==> config.mk <==
export PLATFORM = sky130hd
export DESIGN_NAME = sdram_wr_sched
export DESIGN_NICKNAME = d
export VERILOG_FILES = /design/src/rtl/sdram_wr_pkg.sv /design/src/rtl/sdram_refresh_timer.sv /design/src/rtl/sdram_row_table.sv /design/src/rtl/sdram_wr_sched.sv
export SDC_FILE = /design/constraint.sdc
export NUM_CORES = 1
export LEC_CHECK = 0
export BUFFER_PORTS_ARGS = -buffer_cell sky130_fd_sc_hd__buf_2
export CORE_AREA = 2 2 128 130
export CTS_CLUSTER_SIZE = 40
export DETAILED_ROUTE_END_ITERATION = 12
export DIE_AREA = 0 0 130 132
export GPL_ROUTABILITY_DRIVEN = 1
export HOLD_SLACK_MARGIN = 0.02
export PLACE_DENSITY = 0.76
export SYNTH_ARGS = -nofsm -noshare
export SYNTH_HDL_FRONTEND = slang
export SYNTH_SLANG_ARGS = --single-unit
==> constraint.sdc <==
create_clock -name clk -period 3.7 [get_ports clk]
set_clock_uncertainty 0.2 [all_clocks]
set_input_delay 0.37 -clock clk [delete_from_list [all_inputs] [get_ports clk]]
set_output_delay 0.37 -clock clk [all_outputs]
set_load 0.01 [all_outputs]
==> src/rtl/sdram_wr_pkg.sv <==
package sdram_wr_pkg;

    // {cs_n, ras_n, cas_n, we_n}
    typedef enum logic [3:0] {
        CMD_NOP = 4'b0111,
        CMD_ACT = 4'b0011,
        CMD_WR  = 4'b0100,
        CMD_PRE = 4'b0010,
        CMD_REF = 4'b0001
    } sd_cmd_e;

    typedef enum logic [1:0] {
        ST_IDLE   = 2'd0,
        ST_RP     = 2'd1,
        ST_RCD    = 2'd2,
        ST_REF_RP = 2'd3
    } sched_st_e;

endpackage

==> src/rtl/sdram_refresh_timer.sv <==
module sdram_refresh_timer #(
    parameter int REF_W = 16
) (
    input  logic             clk,
    input  logic             rst_n,
    input  logic [REF_W-1:0] cfg_interval,
    output logic             tick
);

    logic [REF_W-1:0] cnt_d, cnt_q;
    logic [REF_W-1:0] limit;

    always_comb begin
        limit = (cfg_interval == '0) ? '0 : cfg_interval - REF_W'(1);
        tick  = (cnt_q >= limit);
        cnt_d = tick ? '0 : cnt_q + REF_W'(1);
    end

    always_ff @(posedge clk or negedge rst_n) begin
        if (!rst_n) cnt_q <= '0;
        else        cnt_q <= cnt_d;
    end

endmodule

==> src/rtl/sdram_row_table.sv <==
module sdram_row_table #(
    parameter int NUM_BANKS = 4,
    parameter int ROW_W     = 13,
    parameter int BA_W      = 2
) (
    input  logic             clk,
    input  logic             rst_n,
    input  logic             set_en,
    input  logic [BA_W-1:0]  set_bank,
    input  logic [ROW_W-1:0] set_row,
    input  logic             clr_en,
    input  logic [BA_W-1:0]  clr_bank,
    input  logic             clr_all,
    input  logic [BA_W-1:0]  look_bank,
    output logic             look_open,
    output logic [ROW_W-1:0] look_row
);

    logic [NUM_BANKS-1:0] open_d, open_q;
    logic [ROW_W-1:0]     row_d [NUM_BANKS];
    logic [ROW_W-1:0]     row_q [NUM_BANKS];

    for (genvar g = 0; g < NUM_BANKS; g++) begin : g_bank
        always_comb begin
            open_d[g] = open_q[g];
            row_d[g]  = row_q[g];
            if (clr_all || (clr_en && clr_bank == BA_W'(g))) begin
                open_d[g] = 1'b0;
            end
            if (set_en && set_bank == BA_W'(g)) begin
                open_d[g] = 1'b1;
                row_d[g]  = set_row;
            end
        end

        always_ff @(posedge clk or negedge rst_n) begin
            if (!rst_n) begin
                open_q[g] <= 1'b0;
                row_q[g]  <= '0;
            end else begin
                open_q[g] <= open_d[g];
                row_q[g]  <= row_d[g];
            end
        end
    end

    always_comb begin
        look_open = 1'b0;
        look_row  = '0;
        for (int i = 0; i < NUM_BANKS; i++) begin
            if (look_bank == BA_W'(i)) begin
                look_open = open_q[i];
                look_row  = row_q[i];
            end
        end
    end

endmodule

==> src/rtl/sdram_wr_sched.sv <==
module sdram_wr_sched #(
    parameter int NUM_BANKS = 4,
    parameter int ROW_W     = 13,
    parameter int COL_W     = 10,
    parameter int DATA_W    = 16,
    parameter int TW        = 4,
    parameter int REF_W     = 16,
    localparam int BA_W     = (NUM_BANKS > 1) ? $clog2(NUM_BANKS) : 1,
    localparam int ADDR_W   = (ROW_W > COL_W) ? ROW_W : COL_W
) (
    input  logic              clk,
    input  logic              rst_n,
    input  logic [TW-1:0]     cfg_trp,
    input  logic [TW-1:0]     cfg_trcd,
    input  logic [REF_W-1:0]  cfg_refi,
    input  logic              req_valid,
    output logic              req_ready,
    input  logic [BA_W-1:0]   req_bank,
    input  logic [ROW_W-1:0]  req_row,
    input  logic [COL_W-1:0]  req_col,
    input  logic              req_seq,
    input  logic [DATA_W-1:0] req_data,
    output logic              sd_cs_n,
    output logic              sd_ras_n,
    output logic              sd_cas_n,
    output logic              sd_we_n,
    output logic [BA_W-1:0]   sd_ba,
    output logic [ADDR_W-1:0] sd_addr,
    output logic              sd_pre_all,
    output logic [DATA_W-1:0] sd_dq,
    output logic              sd_dq_en
);
    import sdram_wr_pkg::*;

    typedef struct packed {
        sched_st_e         state;
        sd_cmd_e           cmd;
        logic [BA_W-1:0]   ba;
        logic [ADDR_W-1:0] addr;
        logic              pre_all;
        logic [DATA_W-1:0] dq;
        logic              dq_en;
        logic [TW-1:0]     cnt;
        logic [BA_W-1:0]   t_bank;
        logic [ROW_W-1:0]  t_row;
        logic [COL_W-1:0]  t_col;
        logic [DATA_W-1:0] t_data;
        logic              ref_pend;
    } regs_t;

    localparam regs_t REGS_RST = '{
        state: ST_IDLE, cmd: CMD_NOP, ba: '0, addr: '0, pre_all: 1'b0,
        dq: '0, dq_en: 1'b0, cnt: '0, t_bank: '0, t_row: '0, t_col: '0,
        t_data: '0, ref_pend: 1'b0
    };

    regs_t r_d, r_q;

    logic             ref_tick;
    logic             tbl_set, tbl_clr, tbl_clr_all;
    logic [BA_W-1:0]  tbl_set_bank, tbl_clr_bank;
    logic [ROW_W-1:0] tbl_set_row;
    logic             look_open;
    logic [ROW_W-1:0] look_row;
    logic [TW-1:0]    rp_load, rcd_load;
    logic             row_hit, page_cross;

    sdram_refresh_timer #(.REF_W(REF_W)) i_ref_timer (
        .clk          (clk),
        .rst_n        (rst_n),
        .cfg_interval (cfg_refi),
        .tick         (ref_tick)
    );

    sdram_row_table #(.NUM_BANKS(NUM_BANKS), .ROW_W(ROW_W), .BA_W(BA_W)) i_row_table (
        .clk       (clk),
        .rst_n     (rst_n),
        .set_en    (tbl_set),
        .set_bank  (tbl_set_bank),
        .set_row   (tbl_set_row),
        .clr_en    (tbl_clr),
        .clr_bank  (tbl_clr_bank),
        .clr_all   (tbl_clr_all),
        .look_bank (req_bank),
        .look_open (look_open),
        .look_row  (look_row)
    );

    assign req_ready = (r_q.state == ST_IDLE) && !r_q.ref_pend;

    always_comb begin
        rp_load    = (cfg_trp  == '0) ? '0 : cfg_trp  - TW'(1);
        rcd_load   = (cfg_trcd == '0) ? '0 : cfg_trcd - TW'(1);
        page_cross = req_seq && (req_col == '0);
        row_hit    = look_open && (look_row == req_row) && !page_cross;

        r_d          = r_q;
        r_d.cmd      = CMD_NOP;
        r_d.pre_all  = 1'b0;
        r_d.dq_en    = 1'b0;
        tbl_set      = 1'b0;
        tbl_set_bank = r_q.t_bank;
        tbl_set_row  = r_q.t_row;
        tbl_clr      = 1'b0;
        tbl_clr_bank = req_bank;
        tbl_clr_all  = 1'b0;

        if (ref_tick) r_d.ref_pend = 1'b1;

        unique case (r_q.state)
            ST_IDLE: begin
                if (r_q.ref_pend) begin
                    r_d.cmd      = CMD_PRE;
                    r_d.pre_all  = 1'b1;
                    r_d.cnt      = rp_load;
                    r_d.state    = ST_REF_RP;
                    r_d.ref_pend = ref_tick;
                    tbl_clr_all  = 1'b1;
                end else if (req_valid) begin
                    r_d.t_bank = req_bank;
                    r_d.t_row  = req_row;
                    r_d.t_col  = req_col;
                    r_d.t_data = req_data;
                    r_d.ba     = req_bank;
                    if (row_hit) begin
                        r_d.cmd   = CMD_WR;
                        r_d.addr  = ADDR_W'(req_col);
                        r_d.dq    = req_data;
                        r_d.dq_en = 1'b1;
                    end else if (look_open) begin
                        r_d.cmd   = CMD_PRE;
                        r_d.cnt   = rp_load;
                        r_d.state = ST_RP;
                        tbl_clr   = 1'b1;
                    end else begin
                        r_d.cmd      = CMD_ACT;
                        r_d.addr     = ADDR_W'(req_row);
                        r_d.cnt      = rcd_load;
                        r_d.state    = ST_RCD;
                        tbl_set      = 1'b1;
                        tbl_set_bank = req_bank;
                        tbl_set_row  = req_row;
                    end
                end
            end
            ST_RP: begin
                if (r_q.cnt == '0) begin
                    r_d.cmd   = CMD_ACT;
                    r_d.ba    = r_q.t_bank;
                    r_d.addr  = ADDR_W'(r_q.t_row);
                    r_d.cnt   = rcd_load;
                    r_d.state = ST_RCD;
                    tbl_set   = 1'b1;
                end else begin
                    r_d.cnt = r_q.cnt - TW'(1);
                end
            end
            ST_RCD: begin
                if (r_q.cnt == '0) begin
                    r_d.cmd   = CMD_WR;
                    r_d.ba    = r_q.t_bank;
                    r_d.addr  = ADDR_W'(r_q.t_col);
                    r_d.dq    = r_q.t_data;
                    r_d.dq_en = 1'b1;
                    r_d.state = ST_IDLE;
                end else begin
                    r_d.cnt = r_q.cnt - TW'(1);
                end
            end
            ST_REF_RP: begin
                if (r_q.cnt == '0) begin
                    r_d.cmd   = CMD_REF;
                    r_d.state = ST_IDLE;
                end else begin
                    r_d.cnt = r_q.cnt - TW'(1);
                end
            end
            default: r_d.state = ST_IDLE;
        endcase
    end

    always_ff @(posedge clk or negedge rst_n) begin
        if (!rst_n) r_q <= REGS_RST;
        else        r_q <= r_d;
    end

    assign {sd_cs_n, sd_ras_n, sd_cas_n, sd_we_n} = r_q.cmd;
    assign sd_ba      = r_q.ba;
    assign sd_addr    = r_q.addr;
    assign sd_pre_all = r_q.pre_all;
    assign sd_dq      = r_q.dq;
    assign sd_dq_en   = r_q.dq_en;

endmodule

Word-level counts from Yosys, hierarchy flattened
Cells that the tools add are included.
{ "word_totals": {"in_bits": 69, "reg_bits": 157, "out_inout_bits": 38, "elab_cells": 158} }
{ "classes": {"n_reduce_logical": 39, "n_eq_ne": 20, "n_lt_le_gt_ge": 1, "mux": 70, "add_sub_neg": 5, "bitwise_logic": 1} }
{ "op_table": {"columns": ["cell", "n"], "rows": [
  ["two-way mux 13 bit", 11],
  ["two-way mux 21 bit", 3],
  ["two-way mux 62 bit", 1],
  ["two-way mux 17 bit", 3],
  ["one-hot mux 15 bit (3 select lines)", 1],
  ["one-hot mux 17 bit (2 select lines)", 1],
  ["two-way mux 16 bit", 2],
  ["two-way mux 4 bit", 8],
  ["two-way mux 1 bit", 27],
  ["one-hot mux 6 bit (4 select lines)", 1],
  ["two-way mux 6 bit", 3],
  ["adder 16 x 1 -> 16 bit (second input constant)", 1],
  ["greater-or-equal comparator 16 bit", 1],
  ["logical NOT 16 bit", 1],
  ["subtractor 16 x 1 -> 16 bit (second input constant)", 1],
  ["two-way mux 15 bit", 1],
  ["AND reduction 5 bit", 3],
  ["!= test 2 bit (second input constant)", 7],
  ["== test 13 bit", 1],
  ["== test 2 bit (second input constant)", 6],
  ["logical AND 1 bit", 12],
  ["logical NOT 4 bit", 3],
  ["two-way mux 2 bit", 6],
  ["one-hot mux 4 bit (3 select lines)", 1],
  ["14 further kinds", 31]
]} }

Longest topological paths before layout
{ "depth": {"depth_word": 16, "mapped_depth": 15, "ltp_nobuf": 14} }

Hierarchy
From an unflattened synthesis, not the netlist that was laid out.
{ "hier_totals": {"cells_unflattened": 847, "hier_area_um2": 8808.4} }
{ "by_module_without_submodules": {"columns": ["mod", "n_inst", "area_per_inst_um2", "seq_area_each_um2", "cells_per_inst"], "rows": [
  ["sdram_wr_sched", 1, 4744.6, 2105.8, 527],
  ["sdram_row_table", 1, 2466.1, 1401.3, 145],
  ["sdram_refresh_timer", 1, 1597.8, 400.4, 175]
]} }

Worst setup path after synthesis
Ideal clock, no wire load.
{ "synth_timing": {"kind": "input to register", "startpoint": "in cfg_refi[10]", "endpoint": "reg i_ref_timer.cnt_q[10]", "path_stages": 14, "path_slack_ns": -0.140, "required_time_ns": 3.422, "t_arrival_ns": 3.563, "path_buffers": 2, "setup_ns": 0.078, "path_cell_list": "or4_1 > nor4bb_1 > nand2_1 > clkbuf_1 > nand2_1 > ha_1 > a21o_1 > a21o_1 > a21oi_1 > nor2_1 > a211oi_1 > clkbuf_1 > nand2_1 > a21oi_1"} }
{ "synth_via": {"elab_chain_cells": 4, "word_cells_on_any_way": 5, "cone_classes": "add/sub: 1; order compare: 1; mux: 2; reduce/logical: 1"} }
{ "synth_rtl": {"columns": ["element", "line_no", "rtl"], "rows": [
  ["from (decl)", "sdram_wr_sched.sv:15", "input logic [REF_W-1:0] cfg_refi,"],
  ["subtractor 16 x 1 -> 16 bit / logical NOT 16 bit (equally long branches)", "sdram_refresh_timer.sv:14", "limit = (cfg_interval == '0) ? '0 : cfg_interval - REF_W'(1);"],
  ["two-way mux 16 bit *", "sdram_refresh_timer.sv:14", null],
  ["greater-or-equal comparator 16 bit *", "sdram_refresh_timer.sv:15", "tick = (cnt_q >= limit);"],
  ["two-way mux 16 bit *", "sdram_refresh_timer.sv:16", "cnt_d = tick ? '0 : cnt_q + REF_W'(1);"],
  ["net i_ref_timer.cnt_d[10]", "sdram_refresh_timer.sv:10", "logic [REF_W-1:0] cnt_d, cnt_q;"],
  ["to (signal assigned)", "sdram_refresh_timer.sv:21", "else cnt_q <= cnt_d;"],
  ["to (decl)", "sdram_refresh_timer.sv:10", null]
]} }
Mark *: on every way through the listed nets, which the timed path passes. The rest lies on a longest branch.
A chain may end at the register's enable or synchronous reset.

==> run metrics <==
Max Cap Violations=0; Critical Path AT=3290 ps; Synth top area share=0.443; Initial DRC Count=504; initial antenna violation count=0; DR DRC count=0; crit path time final=3180 ps; CTS root buf=clkbuf_16; Routed wire per std cell=17.2 um; die height=132 um; fillers=1171; number of synthesized flops with an enable pin=0; Setup crit start kind=input port; Post CTS Setup Buffer Count=0; H-Tree Level Count=4; Worst Path Buf+Inv=3; static leakage=0.00498 uW; hold crit path type=input port to register; Top FF cell, synth=dfrtp_1; Core ar.=15700 sq um; Area contributors post-synth=dfrtp_1 44%, mux2_2 12%, nand2_1 7.9%, ha_1 3.9%, mux4_2 3.6%; share of cells above drive strength 1=0.299; worst-skew pair later-pin latency=420 ps; fmax=0.315 GHz; Initial Utilization=0.550; worst-path fanout max=9; Max transition margin=0.450; Worst setup EP type=register; Ant. Diodes=0; crit-path most repeated cell=a21o_1; delay-heaviest family, CP=simple AND/OR/NAND/NOR gates; TNS Setup=0 ps; count leader, synth=nand2_1; Hold Worst Slack=32.1 ps; crit path cell chain=buf_2 -> or4_1 -> nor4bb_1 -> buf_4 -> a21oi_1 -> ha_1 -> nand2b_1 -> a21o_1 -> a21o_1 -> a21o_1 -> a21oi_1 -> o21ai_1 -> buf_4 -> a21o_1; CTS Buf Count=17; Max IR drop VDD=0.000464 V; Area Overhead vs Synth=17.9%; Crit path required time=3810 ps; TritonCTS clock tree=done; Syn Nets=915; DRT Pass-1 Iters=5; Finish-stage setup viols=0; DP Worst Slack=77.0 ps; first-pass GRT wire length=32700 um; RSZ-0062 raised after global routing=false; Max clock buf depth=2; routed wire length=20000 um; Die Area=17200 sq um; Post-Syn Instances=819; synthesized area=8640 sq um; largest net degree at the start of global routing=90; Worst path slowest cell=or4_1; Worst Setup Slack, final=523 ps; yosys warns=0; Slew Limit Fails=0; Seq cells post-synth=156; number of placement rows=46; Worst-Margin Slew=824 ps; IO Count=107; share of flip-flops with an asynchronous set or reset=1.00; cell accounting for the most synthesized area=dfrtp_1; PortBufs=105; GPL Wtd Cong=0.845; Tot GR Track Use=0.242; Tcrit/Tclk final=0.859; synth unique cells=51; Resize count post-CTS=0; Vias/cell=5.58; CTS Sinks=156; Power Density=716 nW/um^2; Critical Setup Path Class=input port to register; width of the die=130 um; sequential-to-total area share from yosys stat=0.452; Avg Inst Size Synth=10.5 sq um; post-DP HPWL=13300 um; ANT nets after route=0; top cells by count, synth=182 x nand2_1, 153 x dfrtp_1, 89 x mux2_2; nets@finish=1032; number of global-route vias before repair=6549; crit-path max cell delay=580 ps; DR vias=6495; grt ovf=0; Final Hold Fails=0; clk slew on worst S/H paths=60 ps; outcome=complete, no violations
[state kept, by name, summed over array words and instances, names as in the netlist]
register            cells
i_row_table.row_q      52
r_q                    48
i_ref_timer.cnt_q      16
sd_dq                  16
sd_addr                13
i_row_table.open_q      4
sd_ba                   2
sd_cas_n                1
sd_dq_en                1
sd_pre_all              1
sd_ras_n                1
sd_we_n                 1
[worst register-to-register path: cells and delay by family, from the launching register on]
family	cells	cell delay (ps)
AO/OA/AOI/OAI	1	210
XOR/XNOR	1	290
buffers and inverters	1	220
flip-flops	1	370
multiplexers	2	840
AND/OR/NAND/NOR	3	680
[logic make-up after synthesis]
| group | Yosys count | share of synthesized area |
|---|---|---|
| and+or+nand+nor | 282 | 0.144 |
| DFF | 156 | 0.452 |
| muxes | 123 | 0.181 |
| AOI/OAI and AO/OA | 103 | 0.0841 |
| buffers and inverters | 84 | 0.0553 |
| xor gates and xnor gates | 43 | 0.0436 |
| adders and majority gates | 27 | 0.0391 |
| other | 1 | 0.000434 |
[report_power, final]
part	internal, uW	leakage (uW)	total [uW]	switching [uW]
logic	1320	0.00271	2720	1400
clock network	1060	0.000288	1720	661
registers	2410	0.00198	2840	437
[per-layer routing]
metal,up-vias,part of all wire,global-route usage
met3,20,0.057,0.0601
met1,3216,0.44,0.319
met2,185,0.48,0.395
met4,0,0.014,0.0765
met5,-,0,0
li1,3074,-,-
[area by class of cell]
| type | count | area (sq um) | share of cell area |
|---|---|---|---|
| Sequential cell | 156 | 3910 | 0.384 |
| Clock buffer | 25 | 495 | 0.0486 |
| Tap cell | 216 | 270 | 0.0265 |
| Multi-Input combinational cell | 579 | 4270 | 0.419 |
| Inverter | 15 | 56.3 | 0.00553 |
| Clock inverter | 6 | 83.8 | 0.00823 |
| Timing Repair Buffer | 167 | 1100 | 0.108 |
[layout by cell type (no fill, tap or decap), types with 4 or more instances in the layout]
cell	netlist	routed
mux2i_1	10	10
nand4_1	8	8
nand2b_1	6	6
inv_1	15	15
nand3b_1	4	4
o21ai_0	17	17
nand2_1	182	182
mux2_2	89	89
clkbuf_1	19	4
nand3_1	13	13
a22oi_1	12	12
xor2_1	14	14
dfrtp_1	153	153
nor3_1	10	10
and3_1	6	6
ha_1	27	27
buf_4	35	25
mux4_2	14	14
nor2_1	29	29
nor4_1	6	5
nor2b_1	5	5
a21oi_1	23	23
dlygate4sd3_1	0	36
o221ai_1	5	5
xnor2_1	29	29
clkbuf_16	0	17
mux2_4	10	10
a32o_1	16	16
a22o_1	6	6
buf_2	7	104
a21o_1	10	10
clkbuf_8	0	4
[through the flow]
step	power, uW	utilization	area (sq um)	cells
6_report	7290	0.648	10200	1164
4_1_cts	7290	0.648	10200	1164
2_1_floorplan	4860	-	8640	819
3_3_place_gp	5420	0.588	9250	1097
5_1_grt	7750	0.648	10200	1164
3_5_place_dp	5530	0.588	9250	1097
[what timing repair did]
| action | CTS | global route |
|---|---|---|
| hold buffers | 36 | 0 |
| endpoints found under the setup margin | 0 | 0 |
| hold endpoints to repair | 119 | 0 |
[path summary, 6_finish.rpt]
path	start	endpoint	slack (ps)	cells past startpoint
max	cfg_refi[10]	r_q[0]	520	14
min	req_row[9]	r_q[36]	30	3
max reg2reg	i_row_table.row_q[1]	sd_dq[15]	770	8
min reg2reg	r_q[19]	r_q[19]	270	2
max in group asynchronous	rst_n	r_q[27]	2070	3
min in group asynchronous	rst_n	sd_dq[1]	400	2
No activity file was read; power rests on OpenSTA's default activity.
